**src/rtl/brk_seq_core.sv**
```systemverilog
module brk_seq_core #(
  parameter int AW = 32,
  parameter int CW = 16,
  parameter logic [AW-1:0] FIX_LOC = AW'('hFD00_0000)
) (
  input  logic          clk,
  input  logic          rst_n,
  input  logic          seq_mode,
  input  logic          cnt_en,
  input  logic [CW-1:0] cnt_init,
  input  logic          emu_mode,
  input  logic          hit_a,
  input  logic          hit_b,
  input  logic [1:0]    kind_a,
  input  logic [1:0]    kind_b,
  input  logic [AW-1:0] pc_cur,
  input  logic [AW-1:0] pc_next,
  input  logic          brk_ack,
  output logic          brk_req,
  output logic [AW-1:0] save_pc,
  output logic          save_fixed,
  output logic [AW-1:0] save_loc
);

  localparam logic [1:0] KIND_PRE = 2'b00;
  localparam logic [CW-1:0] CNT_ONE = CW'(1);

  logic          armed, pend;
  logic [CW-1:0] cnt_q;

  wire cnt_last = !cnt_en || (cnt_q <= CNT_ONE);
  wire ind_fire = !seq_mode && (hit_a || hit_b);
  wire seq_fire = seq_mode && armed && hit_b && cnt_last;
  wire fire     = !pend && (ind_fire || seq_fire);
  wire arm_set  = seq_mode && !pend && !armed && hit_a && !hit_b;
  wire cnt_step = seq_mode && !pend && armed && hit_b && !cnt_last;

  wire [1:0]    fire_kind = (!seq_mode && hit_a) ? kind_a : kind_b;
  wire [AW-1:0] pick_pc   = (fire_kind == KIND_PRE) ? pc_cur : pc_next;

  always_ff @(posedge clk or negedge rst_n) begin
    if (!rst_n) begin
      armed <= 1'b0;
      cnt_q <= '0;
    end else begin
      if (!seq_mode || fire) armed <= 1'b0;
      else if (arm_set)      armed <= 1'b1;
      if (arm_set)       cnt_q <= cnt_init;
      else if (cnt_step) cnt_q <= cnt_q - CNT_ONE;
    end
  end

  always_ff @(posedge clk or negedge rst_n) begin
    if (!rst_n) begin
      pend       <= 1'b0;
      brk_req    <= 1'b0;
      save_pc    <= '0;
      save_fixed <= 1'b0;
    end else begin
      brk_req <= fire;
      if (fire) begin
        pend       <= 1'b1;
        save_pc    <= pick_pc;
        save_fixed <= emu_mode;
      end else if (brk_ack) begin
        pend <= 1'b0;
      end
    end
  end

  assign save_loc = save_fixed ? FIX_LOC : '0;

  AST_REQ_PULSE: assert property (@(posedge clk) disable iff (!rst_n)
    brk_req |=> !brk_req);
  AST_PEND_BLOCKS: assert property (@(posedge clk) disable iff (!rst_n)
    pend |=> !brk_req);
  AST_B_FIRST_IGNORED: assert property (@(posedge clk) disable iff (!rst_n)
    (seq_mode && !armed && hit_b) |=> !brk_req);
  AST_ARM_DROP: assert property (@(posedge clk) disable iff (!rst_n)
    !seq_mode |=> !armed);
  AST_FETCH_PRE_PC: assert property (@(posedge clk) disable iff (!rst_n)
    (!seq_mode && !pend && hit_a && kind_a == KIND_PRE) |=>
      (brk_req && save_pc == $past(pc_cur)));
  AST_NEXT_PC: assert property (@(posedge clk) disable iff (!rst_n)
    (!seq_mode && !pend && hit_a && kind_a != KIND_PRE) |=>
      (brk_req && save_pc == $past(pc_next)));
  AST_FIXED_LOC: assert property (@(posedge clk) disable iff (!rst_n)
    (!pend && ind_fire) |=> (save_fixed == $past(emu_mode)));

endmodule

```
**config.mk**
```make
export PLATFORM = sky130hd
export DESIGN_NAME = brk_seq_core
export DESIGN_NICKNAME = d
export VERILOG_FILES = /design/src/rtl/brk_seq_core.sv
export SDC_FILE = /design/constraint.sdc
export NUM_CORES = 1
export LEC_CHECK = 0
export CAP_MARGIN = 20
export CORE_MARGIN = 2
export CORE_UTILIZATION = 43
export CTS_CLUSTER_DIAMETER = 100
export DETAILED_ROUTE_END_ITERATION = 12
export PLACE_DENSITY = 0.87
export SLEW_MARGIN = 20
export SYNTH_ARGS = -nofsm -noshare
export SYNTH_HDL_FRONTEND = slang
export SYNTH_SLANG_ARGS = --single-unit
```
**constraint.sdc**
```tcl
create_clock -name clk -period 6.75 [get_ports clk]
set_input_delay 1.35 -clock clk [delete_from_list [all_inputs] [get_ports clk]]
set_output_delay 1.35 -clock clk [all_outputs]
set_load 0.02 [all_outputs]
```
[After elaboration in Yosys (flattened, before gate mapping)]
Cells that the tools add are included.
Word-level totals
  logic and storage cells: 44
  input port bits: 92
  bits in registers: 52
Cells by class
  add/sub/neg operators: 1
  reduce and logical (&&, ||, !) cells: 27
  muxes and demuxes: 9
  magnitude comparators: 1
Operator list (number)
  32-bit two-way mux: 2
  16-bit two-way mux: 2
  16-bit by 1-bit <= comparator with 1-bit output (second input constant): 1
  16-bit by 1-bit subtractor with 16-bit output (second input constant): 1
  1-bit logical AND: 13
  1-bit zero test: 6
  2-bit nonzero test: 3
  1-bit logical OR: 4
  1-bit two-way mux: 4
  2-bit zero test: 1
  2-bit two-way mux: 1

[Depth between registers and ports, before layout]
Gate-level depths: netlist of run 1.
  depth in word-level cells: 7
  mapped depth: 8
  mapped depth without buffers: 7

[Worst setup path after synthesis of run 1]
OpenSTA, ideal clock, no wires.
  path type: input-to-reg
  from: in seq_mode
  to: reg save_pc[10]
  library setup time: 0.127 ns
  stages: 5
  arrival: 2.789 ns
  data required time: 6.623 ns
  path slack: 3.834 ns
  path through: nand2b_1 a21oi_1 clkbuf_1 mux2_2 mux2_1
On the way
  longest elaborated chain between the ends: 5
Ends and longest elaborated chain
  from (decl): line 8  | input logic seq_mode,
  1-bit zero test / 1-bit logical AND (equally long branches): line 32, 38, 33
  1-bit logical AND (on tied branches): line 38, 33
  2-bit two-way mux / 1-bit logical AND (equally long branches): line 38, 33
  2-bit zero test / 1-bit logical OR (equally long branches): line 39, 34
  32-bit two-way mux / 1-bit logical AND (equally long branches): line 39, 34
  to (signal assigned): line 63  | save_pc <= pick_pc;
  to (decl): line 20  | output logic [AW-1:0] save_pc,
Several ways; a longest one is shown, not always the timed one.
A chain may end at the register's enable or synchronous reset.

[Final worst setup path of run 1]
  from: in seq_mode
  to: reg save_pc[28]
Same word-level chain as after synthesis.

==> results of run 1 <==
-- sequential cells by signal, summed over array words and instances, names as in the netlist --
name / flops
armed: 1
brk_req: 1
cnt_q: 16
pend: 1
save_fixed: 1
save_pc: 32
-- final timing paths --
check / start / endpoint / slack (ns) / depth (start not counted)
setup / recovery: seq_mode / save_pc[28]$_DFFE_PN0P_ / 3.22 / 6
hold / removal: save_pc[26]$_DFFE_PN0P_ / save_pc[26]$_DFFE_PN0P_ / 0.49 / 1
setup reg to reg: cnt_q[6]$_DFFE_PN0P_ / save_fixed$_DFFE_PN0P_ / 3.80 / 6
hold reg to reg: save_pc[26]$_DFFE_PN0P_ / save_pc[26]$_DFFE_PN0P_ / 0.49 / 1
max in group asynchronous: rst_n / armed$_DFFE_PN0P_ / 5.15 / 2
min in group asynchronous: rst_n / cnt_q[14]$_DFFE_PN0P_ / 1.16 / 2
-- metal layers --
layer / vias to the layer above / GRT usage
li1: 1141 / -
met1: 1125 / 0.2139
met2: 92 / 0.3258
met3: 4 / 0.03864
met4: 0 / 0.03077
met5: - / 0
-- placed cells by master, fill, tap and decap left out, types with 4 or more instances in the layout --
cell type and count:
conb_1 25, clkdlybuf4s50_1 131, o21ai_0 13, clkbuf_8 6
nor2_1 9, a21oi_1 5, mux2_2 47, a2111oi_0 5
a211oi_1 4, mux2_1 18, dfrtp_1 52, inv_1 5
nand2_1 17, xnor2_1 11
-- metrics by stage --
stage | hold WS [ns] | utilization
after CTS | 0.4963 | 0.6435
after global routing | 0.5111 | 0.6435
after global placement | 0.4667 | 0.6298
after floorplan | 0.5176 | -
final | 0.4903 | 0.6435
after detailed placement | 0.4737 | 0.6298
-- logic make-up after synthesis --
logic type | Yosys count | share of synthesized area
fa+ha+maj | 2 | 0.008273
xor+xnor | 11 | 0.03186
compound gates | 37 | 0.08316
other cells | 1 | 0.001240
simple gates | 51 | 0.08936
flops | 52 | 0.4303
mux | 67 | 0.2487
buf+inv | 48 | 0.1072
-- worst max-delay path: cells and delay by family --
family	cells	cell delay [ns]
AND/OR/NAND/NOR	2	0.32
multiplexers	2	0.71
AO/OA/AOI/OAI	1	0.78
buffers and inverters	1	0.52
-- layout make-up --
type | instances | area share
Sequential cell | 52 | 0.2977
Tap cell | 96 | 0.02748
Clock buffer | 6 | 0.01889
Clock inverter | 2 | 0.002290
Inverter | 5 | 0.004293
Timing Repair Buffer | 135 | 0.3062
Multi-Input combinational cell | 193 | 0.3432
-- power breakdown --
part | switching, W | internal, W | total, W
logic | 0.000242 | 0.000284 | 0.000526
registers | 0.0000705 | 0.000408 | 0.000479
clock network | 0.0000989 | 0.0000821 | 0.000181
total | 0.000411 | 0.000774 | 0.00119
==> impl_results.md, run 1 <==
* CP endpoint kind: flop
* Max layer used: met4
* Most frequent cell after synthesis: dfrtp_1
* Drt pass-1 iters at 5
* Nets at 486
* Setup WS post-layout at 3.223 ns
* Design area at 4372 um^2
* DIE HEIGHT at 87.86 um
* Worst-Skew Late Latency at 0.30 ns
* # placed instances at 481
* Pwr Total at 0.001185 W
* Max Freq at 0.2835 GHz
* Top_reg_cell synth: dfrtp_1
* WL final at 6.736 mm
* EDFF count, synth at 0
* Synth cell count leaders: 52 x dfrtp_1, 47 x mux2_2, 32 x buf_4
* Crit-path slowest cell: a21oi_4
* Dpl hpwl at 5.163 mm
* Final std cells w/o fill at 489
* H-tree depth at 2
* Antenna diode count at 0
* RSZ-0062 raised after global routing: false
* DR WL/cell at 13.78 um
* Synth cell types at 39
* Synth top area share at 0.4303
* Die area at 7719 um^2
* Critical path arrival at 3.70 ns
* Mapped Cells at 269
* Fillers at 534
* CTS Hold Buffers Added at 0
* Overall global routing resource usage at 0.1768
* DR WL met3 at 425 um
* Congestion Overflow GR at 0
* Crit path cell chain: clkdlybuf4s50_1, nand2b_1, nor3_1, a21oi_4, mux2_2, mux2_1
* Final ANT Viol Nets at 0
* Worst hold path type: flop to flop
* Mean post-synth cell area at 11.24 um^2
* Leak Pwr at 1.743 nW
* Met2 WL at 3.474 mm
* FP Rows at 30
* Placer Congestion at 0.8131
* Area occupied by multi-input gates at 1500 um^2
* CP Max Fanout at 32
* Setup TNS at 0 ns
* Final setup violation count at 0
* Initial Util at 0.4451
* Vias at 2362
* Placed Instance Area at 4279 um^2
* Via density at 4.830
* Synth area leader: dfrtp_1
* Fraction of registers with async set/reset at 1.000
* Post-Syn Area at 3024 um^2
* CTS Buf Count at 5
* MaxCap Viol Count at 0
* Largest net degree at the start of global routing at 53
* Layout area overhead at 44.56%
* CP Class: input pin to flop
* Slowest stage delay, CP at 0.78 ns
* Layout cells sized above 1 at 0.1654
* CTS Buffer Depth at 2
* Clock transition at path regs at 0.08 ns
* Post-synthesis register bit count at 52
* Wl on met1 at 2.815 mm
* Fin crit share at 0.5225
* Hold Vio Cnt, Final at 0
* TritonCTS clock tree: done
* DRT iter0 DRCs at 34
* Post_cts resized at 0
* Clock sinks at 52
* Clock Skew at 0.01029 ns
* Outcome: complete, no violations
* Worst-margin pin slew at 1.029 ns
* FF/Latch Area at 1301 um^2
* Port buffer count at 132
* Critical Path RT at 6.92 ns
* Initial antenna violation count at 0
* Startpoint class of the critical path: input pin
* Final Slew Violations at 0
* DR DRC count at 0
* Final critical-path required period at 3.527 ns
* Seq/Total Area, Yosys at 0.4303
* Synth Warn # at 0
* Place WS at 2.869 ns
* Core area at 6794 um^2
* DIE WIDTH at 87.86 um
* Post-CTS Setup Inserts at 0
* # IOs at 158
* Cell Pwr Density at 271.1 nW/um^2
* Largest cells by area after synthesis: dfrtp_1 43%, mux2_2 18%, buf_4 7.9%, mux2_1 6.7%, xnor2_1 3.2%
* Max VDD drop at 0.1115 mV
* Vias in the first global route at 2353
* Root Buffer: clkbuf_8
* First-pass GRT wire length at 10.78 mm
* Relative slew slack at 0.3121
Power figures use the tool's default switching activity.
==> run 2: changes to the inputs <==
--- a/config.mk
+++ b/config.mk
@@ -7,10 +7,10 @@
 export LEC_CHECK = 0
 export CAP_MARGIN = 20
 export CORE_MARGIN = 2
-export CORE_UTILIZATION = 43
+export CORE_UTILIZATION = 40
 export CTS_CLUSTER_DIAMETER = 100
 export DETAILED_ROUTE_END_ITERATION = 12
-export PLACE_DENSITY = 0.87
+export PLACE_DENSITY = 0.82
 export SLEW_MARGIN = 20
 export SYNTH_ARGS = -nofsm -noshare
 export SYNTH_HDL_FRONTEND = slang
==> constraint.sdc (replaced) <==
create_clock -name clk -period 3.45 [get_ports clk]
set_input_delay 0.69 -clock clk [delete_from_list [all_inputs] [get_ports clk]]
set_output_delay 0.69 -clock clk [all_outputs]
set_load 0.02 [all_outputs]
==> run 2 against run 1 <==
Sequential cell count unchanged. Global-route usage increased by 0.51 points. Clock-buffer cell count unchanged. Clock power increased by 140%. Die area is 7.2% higher. Combinational power grew 98%. First-iteration DRC count is 65% higher. Clock skew up 0.0063 ns. Largest power group unchanged. Highest routed layer unchanged.
==> impl_results.md, run 2 (same netlist as run 1, synthesis figures left out) <==
* Overall global routing resource usage at 0.1819
* Setup TNS at 0 ns
* TritonCTS clock tree: done
* Worst hold path type: input pin to asynchronous set/reset pin
* DIE WIDTH at 90.95 um
* Final critical-path required period at 2.805 ns
* Commonest non-fill, non-tap cells in the layout: 131 x clkdlybuf4s50_1, 52 x dfrtp_1, 47 x mux2_2
* DR DRC count at 0
* Drt pass-1 iters at 4
* Relative slew slack at 0.5879
* Hold Vio Cnt, Final at 0
* Final std cells w/o fill at 494
* DIE HEIGHT at 90.95 um
* FF/Latch Area at 1301 um^2
* Area occupied by multi-input gates at 1506 um^2
* DR WL/cell at 14.70 um
* Fin crit share at 0.8130
* Outcome: complete, no violations
* CTS Buf Count at 5
* Max VDD drop at 0.3037 mV
* Max Freq at 0.3565 GHz
* Vias at 2370
* CP Max Fanout at 36
* Layout cells sized above 1 at 0.1722
* Core area at 7292 um^2
* # IOs at 158
* Die area at 8272 um^2
* Most common cell after layout, fill and taps aside: clkdlybuf4s50_1
* Clock sinks at 52
* Cell Pwr Density at 547.8 nW/um^2
* FP Rows at 31
* Startpoint class of the critical path: flop
* Critical path arrival at 2.99 ns
* CP Class: flop to flop
* Post-CTS Setup Inserts at 0
* Post_cts resized at 0
* Initial antenna violation count at 0
* Fillers at 635
* Antenna diode count at 0
* Congestion Overflow GR at 0
* Largest registers: save_pc x32, cnt_q x16
* Clock Skew at 0.01661 ns
* Placed Instance Area at 4304 um^2
* Via density at 4.798
* Final setup violation count at 0
* CP endpoint kind: flop
* Dpl hpwl at 5.675 mm
* Clock transition at path regs at 0.10 ns
* Nets at 488
* Layout area overhead at 46.34%
* CTS Buffer Depth at 2
* Leak Pwr at 1.764 nW
* Largest register FFs at 32
* WL final at 7.261 mm
* Worst-Skew Late Latency at 0.31 ns
* Largest net degree at the start of global routing at 37
* DRT iter0 DRCs at 56
* Top reg by flops: save_pc
* Critical Path RT at 3.63 ns
* Vias in the first global route at 2414
* First-pass GRT wire length at 12.10 mm
* RSZ-0062 raised after global routing: false
* Port buffer count at 132
* Design area at 4425 um^2
* H-tree depth at 2
* MaxCap Viol Count at 0
* Worst-margin pin slew at 0.6135 ns
* # placed instances at 486
* Initial Util at 0.4147
* Placer Congestion at 0.7876
* Final Slew Violations at 0
* Final ANT Viol Nets at 0
* CTS Hold Buffers Added at 0
* Root Buffer: clkbuf_8
## run 2: cell types whose count changed in the layout (fill, tap and decap cells not counted)
cell and change:
nor4_1 -1, buf_4 +2, nor4_2 +1, clkinv_2 -2, clkinv_4 +1, bufinv_16 +1
## run 2: worst paths after layout
kind                       depth (start not counted)  slack [ns]                     from                 endpoint
max                                                6        0.65     cnt_q[6]$_DFFE_PN0P_  save_pc[25]$_DFFE_PN0P_
min                                                1        0.37                    rst_n  save_pc[10]$_DFFE_PN0P_
max reg2reg                                        6        0.65     cnt_q[6]$_DFFE_PN0P_  save_pc[25]$_DFFE_PN0P_
min reg2reg                                        1        0.49  save_pc[12]$_DFFE_PN0P_  save_pc[12]$_DFFE_PN0P_
max in group asynchronous                          2        2.30                    rst_n         pend$_DFFE_PN0P_
min in group clk                                   1        0.49  save_pc[12]$_DFFE_PN0P_  save_pc[12]$_DFFE_PN0P_
## run 2: layer usage
layer / vias up / GRT usage / share of wire
met1: 1120 / 0.2021 / 0.39
met2: 96 / 0.3395 / 0.53
met3: 8 / 0.05062 / 0.068
li1: 1146 / - / -
met4: 0 / 0.04672 / 0.013
met5: - / 0 / 0
## run 2: worst max-delay path, stage by stage (launching register included)
cell     delay (ns)
dfrtp_1        0.42
or4_1          0.70
nor4_4         0.46
nand2_2        0.11
o31ai_4        0.17
buf_4          0.43
mux2_2         0.39
## run 2: cell type report
type	count	share of cell area
Sequential cell	52	0.2940
Clock inverter	2	0.008764
Timing Repair Buffer	137	0.3059
Inverter	5	0.004241
Clock buffer	6	0.01866
Multi-Input combinational cell	193	0.3404
Tap cell	99	0.02799
## run 2: where the power goes
group          internal [W]  leakage [nW]  switching (W)  total [W]
Clock              0.000237        0.0614       0.000203   0.000440
Sequential         0.000799         0.617       0.000145   0.000944
Combinational      0.000558          1.09       0.000482    0.00104
Total               0.00159          1.76       0.000830    0.00242
## run 2: through the flow
step	power [W]	hold WS, ns	utilization	worst slack (ns)
after floorplan	0.001537	0.3944	-	0.8991
after global placement	0.001969	0.4700	0.5903	0.6442
after detailed placement	0.002005	0.4751	0.5903	0.5930
after CTS	0.002455	0.3867	0.6069	0.6287
after global routing	0.002565	0.4134	0.6069	0.4822
final	0.002424	0.3749	0.6069	0.6452
==> run 3: changes to the inputs <==
==> constraint.sdc (replaced) <==
create_clock -name clk -period 2.6 [get_ports clk]
set_input_delay 0.52 -clock clk [delete_from_list [all_inputs] [get_ports clk]]
set_output_delay 0.52 -clock clk [all_outputs]
set_load 0.02 [all_outputs]
==> run 3 against run 2 <==
Clock-buffer cell count decreased by 1. Power grew 32%. Hold slack got worse by 0.18 ns. First-iteration DRC count grew 43%. Die area unchanged. Non-clock buffer count grew 7. Critical endpoint is now save_pc[24]$_DFFE_PN0P_. Critical path type unchanged. Utilization rose by 0.94 points.
==> impl_results.md, run 3 (same netlist as run 1, synthesis figures left out) <==
* Hold Vio Cnt, Final at 0
* Relative slew slack at 0.5920
* Critical path arrival at 2.67 ns
* WL final at 7.452 mm
* CTS Buffer Depth at 2
* CTS Buf Count at 5
* Layout area overhead at 48.61%
* Via density at 4.772
* Core area at 7292 um^2
* # placed instances at 493
* Die area at 8272 um^2
* Clock transition at path regs at 0.10 ns
* Outcome: complete, no violations
* Most common cell after layout, fill and taps aside: clkdlybuf4s50_1
* DR DRC count at 0
* CP Class: flop to flop
* Worst-margin pin slew at 0.5966 ns
* Drt pass-1 iters at 4
* Initial Util at 0.4147
* Final setup violation count at 0
* DIE WIDTH at 90.95 um
* CTS Hold Buffers Added at 0
* Dpl hpwl at 5.840 mm
* H-tree depth at 2
* Placed Instance Area at 4382 um^2
* R2r endpoint: save_pc[24]$_DFFE_PN0P_
* Fillers at 623
* Max Freq at 0.4021 GHz
* DR WL/cell at 14.87 um
* Congestion Overflow GR at 0
* TritonCTS clock tree: done
* Antenna diode count at 0
* Placer Congestion at 0.8151
* First-pass GRT wire length at 12.27 mm
* Clock Skew at 0.01303 ns
* Worst-Skew Late Latency at 0.30 ns
* Initial antenna violation count at 0
* Vias in the first global route at 2465
* Port buffer count at 132
* Final std cells w/o fill at 501
* Worst R2R Start: cnt_q[10]$_DFFE_PN0P_
* Design area at 4494 um^2
* Worst hold path type: input pin to asynchronous set/reset pin
* Post_cts resized at 0
* Fin crit share at 0.9565
* Nets at 495
* Top reg by flops: save_pc
* DRT iter0 DRCs at 80
* MaxCap Viol Count at 0
* Startpoint class of the critical path: flop
* Layout cells sized above 1 at 0.1866
* Max VDD drop at 0.3199 mV
* Worst setup startpoint: cnt_q[10]$_DFFE_PN0P_
* Overall global routing resource usage at 0.1838
* Post-CTS Setup Inserts at 0
* Largest register FFs at 32
* CP endpoint: save_pc[24]$_DFFE_PN0P_
* RSZ-0062 raised after global routing: false
* Clock sinks at 52
* Flop2flop setup slack at 0.11 ns
* Commonest non-fill, non-tap cells in the layout: 131 x clkdlybuf4s50_1, 52 x dfrtp_1, 47 x mux2_2
* Final critical-path required period at 2.487 ns
* Largest net degree at the start of global routing at 37
* Critical Path RT at 2.78 ns
* CP endpoint kind: flop
* Cell Pwr Density at 713.9 nW/um^2
* Largest registers: save_pc x32, cnt_q x16
* CP Max Fanout at 36
* Final ANT Viol Nets at 0
* # IOs at 158
* Worst-case reg-to-reg path depth at 6
* FP Rows at 31
* Vias at 2391
* Final Slew Violations at 0
* Root Buffer: clkbuf_8
* Leak Pwr at 1.798 nW
* DIE HEIGHT at 90.95 um
[run 3: changes by cell type in the layout (fill, tap and decap cells not counted)]
cell / delta
buf_4: +5
buf_12: +2
a2111oi_0: -1
a2111oi_1: +1
clkbuf_8: -1
clkinv_2: +1
clkinv_4: -1
clkinvlp_4: +1
[run 3: how the worst min path moves through the flow]
stage                                 start  cells past startpoint                 endpoint
finish                                rst_n                      2    cnt_q[10]$_DFFE_PN0P_
detailed placement  save_pc[13]$_DFFE_PN0P_                      1  save_pc[13]$_DFFE_PN0P_
floorplan                             rst_n                      0        armed$_DFFE_PN0P_
global route                          rst_n                      2   save_pc[1]$_DFFE_PN0P_
global placement    save_pc[10]$_DFFE_PN0P_                      1  save_pc[10]$_DFFE_PN0P_
CTS                                   rst_n                      2   save_pc[9]$_DFFE_PN0P_
[run 3: final cells by class]
type / count / area (um^2) / area share
repair buffers: 144 / 1431 / 0.3185
multi-input cells: 193 / 1508 / 0.3355
clock buffers: 5 / 68.82 / 0.01531
clock inverters: 3 / 42.54 / 0.009465
inverters: 5 / 18.77 / 0.004176
well taps: 99 / 123.9 / 0.02756
flip-flops and latches: 52 / 1301 / 0.2895
[run 3: critical path: stages (launching register included)]
cell and delay (ns):
dfrtp_1 0.41, or4_1 0.67, nor4_4 0.34, nand2_2 0.10, o31ai_4 0.22, buf_12 0.26, mux2_2 0.36
[run 3: metal layers]
metal	up-vias	wire (um)	track usage
li1	1162	-	-
met1	1135	3047	0.2164
met2	88	3907	0.3395
met3	6	451	0.04481
met4	0	46	0.03535
met5	-	0	0
[run 3: through the flow]
step           setup TNS, ns  total power [W]    util  setup WS, ns  hold WS, ns
2_1_floorplan              0         0.002040       -       0.04910       0.2244
3_3_place_gp               0         0.002634  0.6009        0.1139       0.4675
3_5_place_dp       -0.001304         0.002685  0.6009     -0.001304       0.4740
4_1_cts                    0         0.003243  0.6162       0.09879       0.1983
5_1_grt                    0         0.003398  0.6163      0.001260       0.2101
6_report                   0         0.003208  0.6163        0.1132       0.1976
[run 3: power by group]
| group | switching [W] | internal, W |
|---|---|---|
| Clock | 0.000265 | 0.000285 |
| Sequential | 0.000192 | 0.00106 |
| Combinational | 0.000648 | 0.000758 |
| Total | 0.00111 | 0.00210 |
